===== src/rtl/revseq_pkg.sv =====
package revseq_pkg;
  typedef enum logic {
    ADV_GATED = 1'b0,
    ADV_PULSE = 1'b1
  } adv_mode_e;

  localparam int unsigned DEF_WIDTH = 3;
  localparam int unsigned DEF_SYNC  = 2;
endpackage


===== src/rtl/revseq_rst_sync.sv =====
module revseq_rst_sync #(
  parameter int unsigned STAGES = 2
) (
  input  logic clk_i,
  input  logic rst_ni,
  output logic rst_no
);
  logic [STAGES-1:0] chain_q;
  logic [STAGES-1:0] chain_d;

  always_comb begin
    chain_d = {chain_q[STAGES-2:0], 1'b1};
  end

  always_ff @(posedge clk_i or negedge rst_ni) begin
    if (!rst_ni) chain_q <= '0;
    else         chain_q <= chain_d;
  end

  assign rst_no = chain_q[STAGES-1];
endmodule


===== src/rtl/revseq_toggle_chain.sv =====
module revseq_toggle_chain #(
  parameter int unsigned WIDTH = 3
) (
  input  logic [WIDTH-1:0] q_i,
  output logic [WIDTH-1:0] nxt_o
);
  logic [WIDTH-1:0] flip;

  // Carry runs from the top bit downwards: a bit flips when all above are set.
  always_comb begin
    logic carry;
    carry = 1'b1;
    for (int b = WIDTH - 1; b >= 0; b--) begin
      flip[b] = carry;
      carry   = carry & q_i[b];
    end
  end

  assign nxt_o = q_i ^ flip;
endmodule


===== src/rtl/revseq_state_reg.sv =====
module revseq_state_reg
  import revseq_pkg::*;
#(
  parameter int unsigned WIDTH = 3,
  parameter adv_mode_e   MODE  = ADV_GATED
) (
  input  logic             clk_i,
  input  logic             arst_ni,
  input  logic             step_i,
  input  logic [WIDTH-1:0] nxt_i,
  output logic [WIDTH-1:0] q_o
);
  logic [WIDTH-1:0] state_q;

  if (MODE == ADV_PULSE) begin : g_pulse
    always_ff @(posedge step_i or negedge arst_ni) begin
      if (!arst_ni) state_q <= '0;
      else          state_q <= nxt_i;
    end
  end else begin : g_gated
    always_ff @(posedge clk_i or negedge arst_ni) begin
      if (!arst_ni)    state_q <= '0;
      else if (step_i) state_q <= nxt_i;
    end

    a_r1_reset_zero: assert property (@(posedge clk_i)
      !arst_ni |-> state_q == '0);
    a_r2_hold: assert property (@(posedge clk_i) disable iff (!arst_ni)
      !step_i |=> $stable(state_q));
    a_r4_top_flips: assert property (@(posedge clk_i) disable iff (!arst_ni)
      step_i |=> state_q[WIDTH-1] != $past(state_q[WIDTH-1]));
    a_r5_second_bit: assert property (@(posedge clk_i) disable iff (!arst_ni)
      step_i |=> state_q[WIDTH-2] == ($past(state_q[WIDTH-2]) ^ $past(state_q[WIDTH-1])));
    a_r6_low_bit: assert property (@(posedge clk_i) disable iff (!arst_ni)
      step_i |=> state_q[0] == ($past(state_q[0]) ^ (&$past(state_q[WIDTH-1:1]))));
    a_r7_wrap: assert property (@(posedge clk_i) disable iff (!arst_ni)
      (step_i && (&state_q)) |=> state_q == '0);
  end

  assign q_o = state_q;
endmodule


===== src/rtl/revseq_counter.sv =====
module revseq_counter
  import revseq_pkg::*;
#(
  parameter int unsigned WIDTH = DEF_WIDTH,
  parameter int unsigned SYNC  = DEF_SYNC,
  parameter adv_mode_e   MODE  = ADV_GATED
) (
  input  logic             clk_i,
  input  logic             rst_ni,
  input  logic             step_i,
  output logic [WIDTH-1:0] count_o
);
  logic             run_n;
  logic [WIDTH-1:0] state;
  logic [WIDTH-1:0] state_nxt;

  if (MODE == ADV_PULSE) begin : g_raw_rst
    assign run_n = rst_ni;
  end else begin : g_sync_rst
    revseq_rst_sync #(.STAGES(SYNC)) i_rst_sync (
      .clk_i  (clk_i),
      .rst_ni (rst_ni),
      .rst_no (run_n)
    );
  end

  revseq_toggle_chain #(.WIDTH(WIDTH)) i_chain (
    .q_i   (state),
    .nxt_o (state_nxt)
  );

  revseq_state_reg #(.WIDTH(WIDTH), .MODE(MODE)) i_state (
    .clk_i   (clk_i),
    .arst_ni (run_n),
    .step_i  (step_i),
    .nxt_i   (state_nxt),
    .q_o     (state)
  );

  assign count_o = state;
endmodule


===== config.mk =====
export PLATFORM = sky130hd
export DESIGN_NAME = revseq_counter
export DESIGN_NICKNAME = d
export VERILOG_FILES = /design/src/rtl/revseq_pkg.sv /design/src/rtl/revseq_rst_sync.sv /design/src/rtl/revseq_toggle_chain.sv /design/src/rtl/revseq_state_reg.sv /design/src/rtl/revseq_counter.sv
export SDC_FILE = /design/constraint.sdc
export NUM_CORES = 1
export LEC_CHECK = 0
export BUFFER_PORTS_ARGS = -buffer_cell sky130_fd_sc_hd__buf_4
export CAP_MARGIN = 20
export CORE_AREA = 2 2 39 41
export CTS_CLUSTER_DIAMETER = 120
export DETAILED_ROUTE_END_ITERATION = 8
export DIE_AREA = 0 0 41 43
export PLACE_DENSITY = 0.3
export SLEW_MARGIN = 25
export SYNTH_ARGS = -nofsm -noshare
export SYNTH_HDL_FRONTEND = slang
export SYNTH_SLANG_ARGS = --single-unit
export TNS_END_PERCENT = 5

===== constraint.sdc =====
create_clock -name clk_i -period 0.8 [get_ports clk_i]
set_clock_uncertainty 0.2 [all_clocks]
set_input_delay 0.16 -clock clk_i [delete_from_list [all_inputs] [get_ports clk_i]]
set_output_delay 0.16 -clock clk_i [all_outputs]
set_load 0.01 [all_outputs]

==> flow_summary.ini <==
[yosys]
synth_top_family_by_area = XOR/XNOR gates
ys_seq_area_share_pct = 70.4
synth.top_cells.by_area = dfrtp_1 (70%), mux2_4 (8.5%), ha_1 (7.0%)
yosys_warnings = 0
synth_cells = 11
synth.distinct_cells = 7
synth_compound_area_share_pct = 0
synth-seq-cells = 5
synth_top_area_cell = dfrtp_1
synth_fa_ha_area_share_pct = 7.04
synth_mux_area_share_pct = 8.45
avgSynthCellArea_um2 = 16.2
synthesis.nets = 15
synth_area_um2 = 178
synthDominantCellAreaShare_pct = 70.4
yosys.area_share.simple_pct = 2.11
synth_xor_area_share_pct = 9.86

[die]
initial_core_util_pct = 12.8
chipWidth_um = 41
die_h_um = 43
ios = 6
core_area_um2 = 1380
die-area_um2 = 1760
rows = 14

[global_routing]
grt_usage_pct = 5.16
grt_pass1_wl_um = 524
grt_antenna_before_repair = 0
gr-total-overflow = 0
grt_pass1_vias = 146
grt_max_degree = 4

[route]
drt.antenna.violating_nets = 0
wl_per_cell_um = 7.13
via_count = 122
wirelength_um = 278
via_per_inst = 3.13
drt_iter0_markers = 3
drcViolationCount = 0
drt_pass1_iterations = 2

[cts]
cts.sinks = 5
insertion_delay_ns = 0.23
clkTransAtPathRegs_ns = 0.04
cts_buffers = 3
cts_tree = done
htreeDepth = 1
ctsRootBufferMaster = clkbuf_4
cts_hold_buf = 1
clock_path_buffers = 2
postCtsSetupRepairBufs = 0

[final_layout]
num_antenna_cells = 0
areaGrowthSynthToFinish_pct = 73.2
final_nets = 28
drive_gt1_share_pct = 52.2
fillCellCount = 148
design_area_um2 = 308

[critical_path]
crit_arrival_ns = 1.14
startpoint = i_state.q_o[1]
crit_path_end_kind = flip-flop
reg2reg_from = i_state.q_o[1]
critical_path_required_ns = 0.71
crit_fanout = 2
rrSetupSlack_ns = -0.43
r2r-end = i_state.q_o[1]
worstSetupStartpointType = flip-flop
path_class = flip-flop to flip-flop
endpoint = i_state.q_o[1]
reg2regPathDepth = 2

[place]
io_buffers = 5
pre_cts_ws_ns = -0.419
place.gp.congestion = 0.507
place_area_um2 = 250

[timing]
finalSetupViolCount = 6
max_freq_mhz = 813
slew_violations = 0
worst_slack_ns = -0.430
timing.hold.ws_ns = -0.158
rsz0062_at_grt = yes
fin_crit_sh_pct = 154
min_period_ns = 1.23
hold_violations = 4

[power_and_ir_drop]
finalPower_uw = 1200
max-vdd-ir-drop_uv = 772
cellPowerDensity_nw_per_um2 = 3910
leakagePower_uw = 0.000143

[outcome]
status = complete, but fails checks
violations = negative hold slack, negative setup slack

[job]
cap_violations = 0

[worst_hold_path]
hold_path_class = flip-flop to asynchronous set/reset pin
==> sequential cells by signal, indices dropped and copies added, names as in the netlist <==
| register | count |
|---|---|
| i_state.q_o | 3 |
| g_sync_rst.i_rst_sync.chain_q | 2 |
==> worst max-delay path, cell delays in order (launching register included) <==
cell,delay [ns]
dfrtp_1,0.39
ha_2,0.28
mux2_4,0.25
==> stage by stage <==
| stage | std cells | utilization, % | setup TNS, ns |
|---|---|---|---|
| 4_1_cts | 39 | 22.2 | -2.01 |
| 5_1_grt | 39 | 22.2 | -2.22 |
| 3_3_place_gp | 34 | 18.1 | -1.26 |
| 2_1_floorplan | 11 | - | -0.823 |
| 6_report | 39 | 22.2 | -1.95 |
| 3_5_place_dp | 34 | 18.1 | -1.28 |
==> power by group <==
part / total, µW / internal, µW / switching [µW]
registers: 405 / 341 / 63.9
clock network: 278 / 188 / 90.7
logic: 520 / 355 / 165
==> layer usage <==
layer  wire, µm  track usage, %
met1        121            5.26
met2        116            5.31
met3         34            4.71
met4          5            6.00
met5          0               0
==> layout make-up <==
class | count | area [µm²] | area share, %
Timing Repair Buffer | 8 | 81.3 | 26.4
Multi-Input combinational cell | 6 | 55.1 | 17.9
Sequential cell | 5 | 125 | 40.7
Clock buffer | 4 | 26.3 | 8.54
Tap cell | 16 | 20.0 | 6.50
==> cells by family after synthesis <==
family | Yosys count
flops | 5
other cells | 1
simple gates | 1
fa+ha+maj | 1
xor+xnor | 2
mux | 1
==> synth_stat cells, drive strengths merged <==
library cell and n:
ha 1, xnor2 1, nand2 1, xor2 1, mux2 1, dfrtp 5, conb 1
==> repair_timing <==
item,4_1_cts,5_1_grt
pin swaps,1,0
gates resized for setup,6,0
endpoints found under the hold margin,6,4
setup endpoints to repair,6,6
==> cell usage in the layout, fill, tap and decap left out <==
cell and n:
xnor2_1 1, clkbuf_1 1, ha_2 1, dfrtp_1 5
clkbuf_4 3, xor2_1 1, dlygate4sd3_1 1, conb_1 1
buf_6 5, mux2_4 1, nand2_1 1, buf_4 2
==> worst min path at each step <==
stage                                                   to  slack, ns  depth (start not counted)
after floorplan           g_sync_rst.i_rst_sync.chain_q[0]      -0.34                          0
after global placement    g_sync_rst.i_rst_sync.chain_q[0]      -0.26                          1
after detailed placement  g_sync_rst.i_rst_sync.chain_q[0]      -0.26                          1
after CTS                                   i_state.q_o[0]      -0.15                          0
after global routing                        i_state.q_o[0]      -0.15                          0
final                                       i_state.q_o[0]      -0.16                          0
No activity file was read; power rests on OpenSTA's default activity.
